$ cat config.mk
export PLATFORM = sky130hd
export DESIGN_NAME = ctx_tlb
export DESIGN_NICKNAME = d
export VERILOG_FILES = /design/src/rtl/ctx_tlb_pkg.sv /design/src/rtl/ctx_tlb_slot_match.sv /design/src/rtl/ctx_tlb_victim.sv /design/src/rtl/ctx_tlb.sv
export SDC_FILE = /design/constraint.sdc
export NUM_CORES = 2
export LEC_CHECK = 0
export ABC_AREA = 1
export BUFFER_PORTS_ARGS = -buffer_cell sky130_fd_sc_hd__clkbuf_2
export CORE_AREA = 2 2 321 291
export DETAILED_ROUTE_END_ITERATION = 10
export DIE_AREA = 0 0 323 293
export PLACE_DENSITY = 0.5
export SLEW_MARGIN = 20
export SYNTH_ARGS = -nofsm -noshare
export SYNTH_HDL_FRONTEND = slang
export SYNTH_SLANG_ARGS = --single-unit
export TNS_END_PERCENT = 5
$ cat constraint.sdc
create_clock -name clk -period 5.7 [get_ports clk]
set_clock_uncertainty 0.2 [all_clocks]
set_input_delay 0.285 -clock clk [delete_from_list [all_inputs] [get_ports clk]]
set_output_delay 0.285 -clock clk [all_outputs]
set_load 0.01 [all_outputs]
$ cat src/rtl/ctx_tlb_pkg.sv
package ctx_tlb_pkg;

    localparam int VA_W  = 32;
    localparam int PTE_W = 32;
    localparam int VPN_W = 20;
    localparam int CTX_W = 16;

    typedef enum logic [1:0] {
        LVL_PAGE   = 2'd0,
        LVL_SEG    = 2'd1,
        LVL_REGION = 2'd2
    } level_e;

    localparam logic [3:0] OP_PAGE   = 4'd0;
    localparam logic [3:0] OP_SEG    = 4'd1;
    localparam logic [3:0] OP_REGION = 4'd2;
    localparam logic [3:0] OP_CTX    = 4'd3;
    localparam logic [3:0] OP_ALL    = 4'd4;

    typedef struct packed {
        logic             valid;
        logic [CTX_W-1:0] ctx;
        logic [VPN_W-1:0] vpn;
        level_e           lvl;
        logic [PTE_W-1:0] pte;
    } slot_t;

    function automatic level_e level_of(input logic [1:0] code);
        case (code)
            2'd1:    return LVL_SEG;
            2'd2:    return LVL_REGION;
            default: return LVL_PAGE;
        endcase
    endfunction

    // Tag bits that take part in a compare for a given mapping span
    function automatic logic [VPN_W-1:0] span_mask(input level_e l);
        case (l)
            LVL_SEG:    return 20'hFFFC0;
            LVL_REGION: return 20'hFF000;
            default:    return 20'hFFFFF;
        endcase
    endfunction

endpackage

$ cat src/rtl/ctx_tlb_slot_match.sv
module ctx_tlb_slot_match
    import ctx_tlb_pkg::*;
(
    input  slot_t            slot,
    input  logic [CTX_W-1:0] cur_ctx,
    input  logic [VPN_W-1:0] lk_vpn,
    input  logic [VPN_W-1:0] cmd_vpn,
    input  logic [3:0]       cmd_op,
    input  logic             cmd_flush,
    output logic             lk_match,
    output logic             probe_match,
    output logic             kill
);
    logic [VPN_W-1:0] own_mask;
    logic [VPN_W-1:0] fl_mask;
    logic             ctx_eq;
    logic             scope_hit;

    always_comb begin
        own_mask    = span_mask(slot.lvl);
        ctx_eq      = (slot.ctx == cur_ctx);
        lk_match    = slot.valid && ctx_eq && ((lk_vpn & own_mask) == (slot.vpn & own_mask));
        probe_match = slot.valid && ctx_eq && ((cmd_vpn & own_mask) == (slot.vpn & own_mask));
        fl_mask     = own_mask;
        scope_hit   = 1'b0;
        case (cmd_op)
            OP_PAGE, OP_SEG, OP_REGION: begin
                fl_mask   = own_mask & span_mask(level_of(cmd_op[1:0]));
                scope_hit = ctx_eq && ((cmd_vpn & fl_mask) == (slot.vpn & fl_mask));
            end
            OP_CTX:  scope_hit = ctx_eq;
            OP_ALL:  scope_hit = 1'b1;
            default: scope_hit = 1'b0;
        endcase
        kill = cmd_flush && slot.valid && scope_hit;
    end
endmodule

$ cat src/rtl/ctx_tlb_victim.sv
module ctx_tlb_victim #(
    parameter int N_SLOTS = 8,
    localparam int IDX_W = (N_SLOTS > 1) ? $clog2(N_SLOTS) : 1
) (
    input  logic               clk,
    input  logic               rst,
    input  logic [N_SLOTS-1:0] valid_vec,
    input  logic               fill,
    output logic [IDX_W-1:0]   victim
);
    localparam logic [IDX_W-1:0] LAST = IDX_W'(N_SLOTS - 1);

    logic [IDX_W-1:0] rr_q;
    logic [IDX_W-1:0] free_idx;
    logic             any_free;

    always_comb begin
        free_idx = '0;
        any_free = 1'b0;
        for (int i = N_SLOTS - 1; i >= 0; i--) begin
            if (!valid_vec[i]) begin
                free_idx = IDX_W'(i);
                any_free = 1'b1;
            end
        end
        victim = any_free ? free_idx : rr_q;
    end

    always_ff @(posedge clk) begin
        if (rst) begin
            rr_q <= '0;
        end else if (fill && !any_free) begin
            rr_q <= (rr_q == LAST) ? '0 : rr_q + 1'b1;
        end
    end

    a_r9_rr_in_range: assert property (@(posedge clk) disable iff (rst)
        rr_q <= LAST);
    a_r9_free_first: assert property (@(posedge clk) disable iff (rst)
        (fill && !(&valid_vec)) |-> !valid_vec[victim]);
endmodule

$ cat src/rtl/ctx_tlb.sv
module ctx_tlb
    import ctx_tlb_pkg::*;
#(
    parameter int N_SLOTS = 8,
    localparam int IDX_W = (N_SLOTS > 1) ? $clog2(N_SLOTS) : 1
) (
    input  logic        clk,
    input  logic        rst,
    input  logic [15:0] cur_ctx,
    input  logic [31:0] lk_vaddr,
    output logic        lk_hit,
    output logic [31:0] lk_pte,
    input  logic        fill_valid,
    input  logic [31:0] fill_vaddr,
    input  logic [1:0]  fill_level,
    input  logic [31:0] fill_pte,
    input  logic        cmd_valid,
    input  logic        cmd_write,
    input  logic [31:0] cmd_addr,
    output logic        probe_valid,
    output logic [31:0] probe_data
);
    slot_t              slot_view [N_SLOTS];
    logic [N_SLOTS-1:0] valid_vec;
    logic [N_SLOTS-1:0] lk_match_vec;
    logic [N_SLOTS-1:0] pr_match_vec;
    logic [N_SLOTS-1:0] kill_vec;
    logic [N_SLOTS-1:0] lk_sel;
    logic [N_SLOTS-1:0] fill_oh;
    logic [IDX_W-1:0]   victim_idx;
    logic               cmd_flush;
    logic               cmd_read;
    logic [PTE_W-1:0]   probe_pick;
    logic               probe_any;
    level_e             fill_lvl;

    assign cmd_flush = cmd_valid && cmd_write;
    assign cmd_read  = cmd_valid && !cmd_write;
    assign fill_lvl  = level_of(fill_level);

    ctx_tlb_victim #(.N_SLOTS(N_SLOTS)) u_victim (
        .clk       (clk),
        .rst       (rst),
        .valid_vec (valid_vec),
        .fill      (fill_valid),
        .victim    (victim_idx)
    );

    for (genvar g = 0; g < N_SLOTS; g++) begin : g_slot
        slot_t s_q;

        always_ff @(posedge clk) begin
            if (rst) begin
                s_q <= '0;
            end else if (fill_valid && victim_idx == IDX_W'(g)) begin
                s_q.valid <= 1'b1;
                s_q.ctx   <= cur_ctx;
                s_q.vpn   <= fill_vaddr[31:12] & span_mask(fill_lvl);
                s_q.lvl   <= fill_lvl;
                s_q.pte   <= fill_pte;
            end else if (kill_vec[g]) begin
                s_q.valid <= 1'b0;
            end
        end

        assign slot_view[g] = s_q;
        assign valid_vec[g] = s_q.valid;
        assign fill_oh[g]   = fill_valid && (victim_idx == IDX_W'(g));

        ctx_tlb_slot_match u_match (
            .slot        (s_q),
            .cur_ctx     (cur_ctx),
            .lk_vpn      (lk_vaddr[31:12]),
            .cmd_vpn     (cmd_addr[31:12]),
            .cmd_op      (cmd_addr[11:8]),
            .cmd_flush   (cmd_flush),
            .lk_match    (lk_match_vec[g]),
            .probe_match (pr_match_vec[g]),
            .kill        (kill_vec[g])
        );
    end

    // Lowest-numbered surviving match wins the lookup
    always_comb begin
        lk_sel = '0;
        lk_hit = 1'b0;
        lk_pte = '0;
        for (int i = 0; i < N_SLOTS; i++) begin
            if (!lk_hit && lk_match_vec[i] && !kill_vec[i]) begin
                lk_sel[i] = 1'b1;
                lk_hit    = 1'b1;
                lk_pte    = slot_view[i].pte;
            end
        end
    end

    always_comb begin
        probe_any  = 1'b0;
        probe_pick = '0;
        for (int i = 0; i < N_SLOTS; i++) begin
            if (!probe_any && pr_match_vec[i]) begin
                probe_any  = 1'b1;
                probe_pick = slot_view[i].pte;
            end
        end
    end

    always_ff @(posedge clk) begin
        if (rst) begin
            probe_valid <= 1'b0;
            probe_data  <= '0;
        end else begin
            probe_valid <= cmd_read;
            probe_data  <= (cmd_read && cmd_addr[11:8] == OP_ALL) ? probe_pick : '0;
        end
    end

    // state is empty on the first cycle out of reset
    a_r1_empty_after_reset: assert property (@(posedge clk) disable iff (rst)
        $past(rst) |-> (valid_vec == '0));
    // at most one slot drives the lookup result
    a_r2_single_select: assert property (@(posedge clk) disable iff (rst)
        $onehot0(lk_sel));
    // whole-cache flush without a fill leaves nothing valid
    a_r5_all_cleared: assert property (@(posedge clk) disable iff (rst)
        (cmd_flush && cmd_addr[11:8] == OP_ALL && !fill_valid) |=> (valid_vec == '0));
    // probe result pulses one cycle after each read
    a_r7_probe_pulse: assert property (@(posedge clk) disable iff (rst)
        cmd_read |=> probe_valid);
    a_r7_probe_quiet: assert property (@(posedge clk) disable iff (rst)
        !cmd_read |=> !probe_valid);
    // removed slots are invalid in the following cycle
    a_r8_kill_lands: assert property (@(posedge clk) disable iff (rst)
        (|kill_vec) |=> ((valid_vec & $past(kill_vec) & ~$past(fill_oh)) == '0));
    // a filled slot is valid next cycle, even under a flush
    a_r10_fill_lands: assert property (@(posedge clk) disable iff (rst)
        fill_valid |=> valid_vec[$past(victim_idx)]);
endmodule

After elaboration in Yosys (flattened, before gate mapping) --
Cells that the tools add are included.
Storage, ports and cells: register bits 604, input port bits 151, output and inout bits 66, word-level logic and storage cells 390
Operators by class: $add $sub $neg 1, eq/ne operators 68, muxes and demuxes 103, bitwise operators 57, reductions and logical operators 118
Operator list (number):
- AND 20 bit | 56
- 2-to-1 mux 32 bit | 16
- == test 20 bit | 24
- 2-to-1 mux 20 bit | 17
- case mux 12 bit (2 select lines) | 10
- == test 16 bit | 8
- logical AND 1 bit | 82
- 2-to-1 mux 1 bit | 39
- 2-to-1 mux 3 bit | 10
- == test 2 x 1 -> 1 bit, second input constant | 12
- == test 2 bit, second input constant | 12
- zero test 1 bit | 24
- case mux 1 bit (3 select lines) | 8
- nonzero test 2 bit | 8
- == test 3 bit, second input constant | 5
- == test 4 x 2 -> 1 bit, second input constant | 2
- case mux 2 bit (2 select lines) | 2
- == test 3 x 2 -> 1 bit, second input constant | 2
- == test 4 x 1 -> 1 bit, second input constant | 1
- == test 4 x 3 -> 1 bit, second input constant | 1
- zero test 4 bit | 1
- adder 3 x 1 -> 3 bit, second input constant | 1
- == test 3 x 1 -> 1 bit, second input constant | 1
- zero test 3 bit | 1
- other kinds (4) | 4

Logic depth before layout (Yosys ltp) --
depth after elaboration 43, gate-level depth with buffers 25, depth with buffers taken out 23

Modules after synthesis --
Synthesis repeated with hierarchy kept, for this count alone.
Unflattened totals: cell total of the unflattened synthesis 4979, area, all modules 32518.7 µm²
By module, submodules not included:
- ctx_tlb | instances 1, cells each 3455, area an instance 24437.2 µm², sequential area each 12031.5 µm²
- ctx_tlb_slot_match | instances 8, cells each 185, area an instance 978.4 µm², sequential area each 0.0 µm²
- ctx_tlb_victim | instances 1, cells each 44, area an instance 254.0 µm², sequential area each 60.1 µm²

Worst setup path before layout --
OpenSTA, ideal clock, no wires.
kind input to output, start point input port cmd_addr[8], end point output port lk_pte[28], arrival 2459 ps, required time 5215 ps, slack 2756 ps, stages 21, buffers on the path 1, cell sequence inv_1 -> ha_1 -> nand2_2 -> nand2_1 -> inv_2 -> nand2_1 -> nand3_1 -> a21oi_1 -> nand2_1 -> nand2_2 -> nand2_4 -> nor2_8 -> nand2_2 -> nor2_4 -> nand2_1 -> nor2_1 -> nand2_2 -> buf_2 -> o21ai_1 -> nor2_1 -> nor2_1
Between the ends: word-level cells in the longest chain between the ends 43, elaborated cells between the ends (all ways) 115, classes of those cells eq/ne (16); mux (27); bitwise (24); reduce/logical (48)
Ends and longest elaborated chain:
- from (decl) | line ctx_tlb.sv:19 | input logic [31:0] cmd_addr,
- == test 2 bit or == test 2 x 1 -> 1 bit (tied branches) | line ctx_tlb_pkg.sv:29 | case (code)
- case mux 2 bit (2 select lines) | line ctx_tlb_pkg.sv:29
- 2-to-1 mux 2 bit | line ctx_tlb_slot_match.sv:26 | case (cmd_op)
- == test 2 bit or == test 2 x 1 -> 1 bit (tied branches) | line ctx_tlb_pkg.sv:38 | case (l)
- case mux 12 bit (2 select lines) | line ctx_tlb_pkg.sv:38
- 2-to-1 mux 20 bit | line ctx_tlb_slot_match.sv:26
- AND 20 bit | line ctx_tlb_slot_match.sv:28 | fl_mask = own_mask & span_mask(level_of(cmd_op[1:0]));
- AND 20 bit | line ctx_tlb_slot_match.sv:29 | scope_hit = ctx_eq && ((cmd_vpn & fl_mask) == (slot.vpn & fl_mask));
- (+24 left out)
- logical AND 1 bit (2 in a row) | line ctx_tlb.sv:89 | if (!lk_hit && lk_match_vec[i] && !kill_vec[i]) begin
- 2-to-1 mux 1 bit | line ctx_tlb.sv:89
- zero test 1 bit | line ctx_tlb.sv:89
- logical AND 1 bit (2 in a row) | line ctx_tlb.sv:89
- 2-to-1 mux 1 bit | line ctx_tlb.sv:89
- zero test 1 bit | line ctx_tlb.sv:89
- logical AND 1 bit (2 in a row) | line ctx_tlb.sv:89
- 2-to-1 mux 32 bit (*) | line ctx_tlb.sv:89
- to (decl) | line ctx_tlb.sv:12 | output logic [31:0] lk_pte,
Every way passes the cells marked *; elsewhere a longest branch is shown, timed or not. The select of a mux whose other input is x is not followed.

Worst setup path in the final report --
start point input port cur_ctx[15], end point output port lk_pte[14]
Between the ends: word-level cells in the longest chain between the ends 35, elaborated cells between the ends (all ways) 93, classes of those cells eq/ne (8); mux (23); reduce/logical (62)
Ends and longest elaborated chain:
- from (decl) | line ctx_tlb.sv:9 | input logic [15:0] cur_ctx,
- == test 16 bit | line ctx_tlb_slot_match.sv:21 | ctx_eq = (slot.ctx == cur_ctx);
- logical AND 1 bit | line ctx_tlb_slot_match.sv:29
- case mux 1 bit (3 select lines) | line ctx_tlb_slot_match.sv:26
- logical AND 1 bit | line ctx_tlb_slot_match.sv:35 | kill = cmd_flush && slot.valid && scope_hit;
- zero test 1 bit | line ctx_tlb.sv:89
- logical AND 1 bit | line ctx_tlb.sv:89
- 2-to-1 mux 1 bit | line ctx_tlb.sv:89
- zero test 1 bit | line ctx_tlb.sv:89
- (+16 left out)
- logical AND 1 bit (2 in a row) | line ctx_tlb.sv:89
- 2-to-1 mux 1 bit | line ctx_tlb.sv:89
- zero test 1 bit | line ctx_tlb.sv:89
- logical AND 1 bit (2 in a row) | line ctx_tlb.sv:89
- 2-to-1 mux 1 bit | line ctx_tlb.sv:89
- zero test 1 bit | line ctx_tlb.sv:89
- logical AND 1 bit (2 in a row) | line ctx_tlb.sv:89
- 2-to-1 mux 32 bit (*) | line ctx_tlb.sv:89
Every way passes the cells marked *; elsewhere a longest branch is shown, timed or not.

==> run summary <==
Clock transition at path regs = 0.06 ns
CP Launch Point = cur_ctx[15]
WL/cell = 19.5 um
Worst Setup Start Kind = primary input
gr ovfl total = 0
FP Rows = 105
Slowest-stage cell, CP = nand2_1
Synth Area in Compound Gates = 0.260
Post-Synth Adder-Cell Area = 0.00670
FMAX = 0.187 GHz
Synth Instances = 4,800
dpl hpwl = 75.2 mm
simple-gate share of the synthesized area = 0.200
fillers = 9,771
post-synthesis mux area share = 0
VDD IR max = 180 uV
Max FO, Critical Path = 33
PwrDens = 274 nW/um^2
Syn Area/Cell = 6.61 um^2
crit path kind = primary input to primary output
global-route wire length before repair = 181 mm
TritonCTS Buffers = 73
WP data required = 5.22 ns
synthesis warning total = 0
Setup-failing EPs final = 0
Clock Power Share = 0.474
synth unique cells = 46
CP Cell Sequence = dlygate4sd3_1 -> clkbuf_2 -> inv_1 -> nand2_1 -> nand2_1 -> nor2_1 -> nand2_1 -> nor2_1 -> nand2_1 -> a21oi_1 -> nand2_1 -> nand2_2 -> buf_4 -> nand2_1 -> buf_4 -> o22ai_1 -> a21oi_1 -> nand2_1 -> nand2_1 -> nand2_1 -> nand2_1 -> a21oi_1 -> clkbuf_2
hold_buf cts = 70
CP most frequent cell = nand2_1
I/O pins = 217
number of flops mapped to enable cells by yosys = 0
PortBufs = 184
Crit path largest cell delay = 0.60 ns
Post-Syn Nets = 4,968
Tot GR Track Use = 0.248
sequential share of power = 0.439
final slew viol count = 0
core area = 90,900 um^2
post-synth top area cell = dfxtp_1
reg2reg start = g_slot[1].s_q[56]
die width = 323 um
Initial Utilization = 0.349
combinational share of power = 0.088
final hold viol count = 0
post-route ant nets = 0
Worst Max-Slew Pin Slew = 1.08 ns
largest family of logic cells by synthesized area = compound AO/OA/AOI/OAI gates
iteration-0 DRC count of the detailed router = 2,786
share of cells above drive strength 1 = 0.0825
Tmin final = 5.35 ns
Seq cells post-synth = 604
Min-Delay Startpoint = fill_vaddr[21]
largest net degree at the start of global routing = 241
Die H = 293 um
CTS Buffer Depth = 3
Synth top area share = 0.381
Die Area = 94,600 um^2
cells resized by post-CTS repair = 0
Post-Syn Area = 31,700 um^2
P&R area growth vs syn = 14.5%
DRC = 0
routability cong. = 0.931
Hold WC Path Type = primary input to register
register area share after synthesis = 0.381
H-Tree Depth = 3
run status = finished, final reports clean
Leak Pwr = 14.6 nW
clock root buffer = clkbuf_16
clk_lat worst skew = 0.65 ns
DR vias/cell = 5.13
Final Cycle Share = 0.938
Switching Fraction = 0.264
Worst slew margin = 0.279
worst hold margin = 0.0507 ns
P_int = 7.33 mW
CTS tree = yes
critical path endpoint category = primary output
Post-CTS Setup Inserts = 0
vias in the first global route = 29.0k
Sw Pwr = 2.63 mW
antenna violations before repair = 7
vias = 31.5k
max-cap violations = 0
xor and xnor fraction of the mapped netlist area = 0.0411
RSZ-0062 raised after global routing = no
setup TNS = 0 ns
fin nets = 5,028
Routed WL = 120 mm
dpl cells = 5,944
top area cells in the synthesized netlist = dfxtp_1 38%, o21ai_0 11%, nand2_1 11%
Sink Count = 604
fin cells = 6,143
Worst Path Arrival = 4.86 ns
first drt pass iteration count = 6
ys flop type = dfxtp_1
async set or reset register ratio after synthesis = 0
## cell families (layout without fill, tap and decap cells)
logic type,Yosys count,count (layout)
flip-flops,604,604
adder cells (fa/ha/maj),17,17
buffers and inverters,882,993
AND/OR/NAND/NOR,1584,1584
other,0,2
AO/OA/AOI/OAI,1564,1564
XOR/XNOR,149,149
## Yosys cell counts (2+ instances only)
cell type,instances
a21boi_0,2
a21oi_1,620
a21oi_2,3
a221oi_1,21
buf_1,3
buf_2,83
buf_4,16
buf_6,6
clkbuf_1,200
clkbuf_2,4
clkinv_1,5
dfxtp_1,604
ha_1,17
inv_1,532
inv_2,32
nand2_1,915
nand2_2,5
nand3_1,108
nand3_2,3
nand3b_1,4
nand4_1,41
nor2_1,475
nor2_2,2
nor2_4,3
nor3_1,8
nor3_2,2
nor4_1,11
o211ai_1,31
o21ai_0,703
o21ai_1,19
o22ai_1,160
xnor2_1,91
xor2_1,58
## flip-flops by register name, indices dropped and copies added, names as in the netlist
signal         count
probe_valid        1
g_slot.s_q       568
u_victim.rr_q      3
probe_data        32
## power by group through the flow
stage | clock network (mW) | logic (mW) | registers (mW)
3_3_place_gp | 0 | 0.819 | 4.46
5_1_grt | 4.97 | 0.967 | 4.38
6_report | 4.72 | 0.872 | 4.37
3_5_place_dp | 0 | 0.821 | 4.46
4_1_cts | 4.82 | 0.864 | 4.37
2_1_floorplan | 0 | 0.550 | 4.45
## routing by layer
| layer | global-route usage | routed length (um) | vias to the layer above |
|---|---|---|---|
| li1 | - | - | 15800 |
| met1 | 0.355 | 56600 | 14500 |
| met2 | 0.385 | 52300 | 998 |
| met3 | 0.0428 | 8650 | 168 |
| met4 | 0.0590 | 2390 | 10 |
| met5 | 0 | 56 | - |
## worst max-delay path: cells and delay by family
kind | cells | cell delay [ns]
buf+inv | 6 | 2.17
simple gates | 13 | 1.67
compound gates | 4 | 0.72
## cell usage in the layout (no fill, tap or decap), drive strengths merged
cell           n
a2111oi        1
a211oi         1
a21boi         2
a21oi        624
a221oi        21
and2           1
buf           44
bufinv         3
clkbuf       292
clkinv        16
dfxtp        604
diode          2
dlygate4sd3   70
ha            17
inv          568
nand2        921
nand2b         1
nand3        111
nand3b         4
nand4         42
nor2         481
nor3          10
nor4          12
o2111ai        1
o211ai        31
o21ai        722
o22ai        160
o31ai          1
or3            1
xnor2         91
xor2          58
## worst paths after layout
kind / slack, ns / to / cells after the start
worst max-delay path: 0.35 / lk_pte[14] / 23
worst min-delay path: 0.05 / g_slot[2].s_q[43] / 5
worst max register to register: 1.50 / probe_data[31] / 20
worst min register to register: 0.26 / g_slot[1].s_q[67] / 2
## per-stage QoR
| step | setup slack, ns | utilization | area (um^2) | power [mW] |
|---|---|---|---|---|
| floorplan | 2.76 | - | 31700 | 5.00 |
| global placement | 0.966 | 0.366 | 33200 | 5.28 |
| detailed placement | 0.982 | 0.366 | 33200 | 5.28 |
| CTS | 0.389 | 0.399 | 36300 | 10.1 |
| global route | 0.0523 | 0.400 | 36300 | 10.3 |
| finish | 0.354 | 0.400 | 36300 | 9.96 |
## area by class of cell
cell class | instances | area, um^2 | area share
Tap cell | 1230 | 1540 | 0.0424
Inverter | 570 | 2150 | 0.0591
Clock buffer | 109 | 2140 | 0.0590
Clock inverter | 17 | 209 | 0.00575
Timing Repair Buffer | 297 | 1990 | 0.0549
Sequential cell | 604 | 12100 | 0.333
Antenna cell | 2 | 5.00 | 0.000138
Multi-Input combinational cell | 3314 | 16200 | 0.446
(Power assumes the default switching activity.)
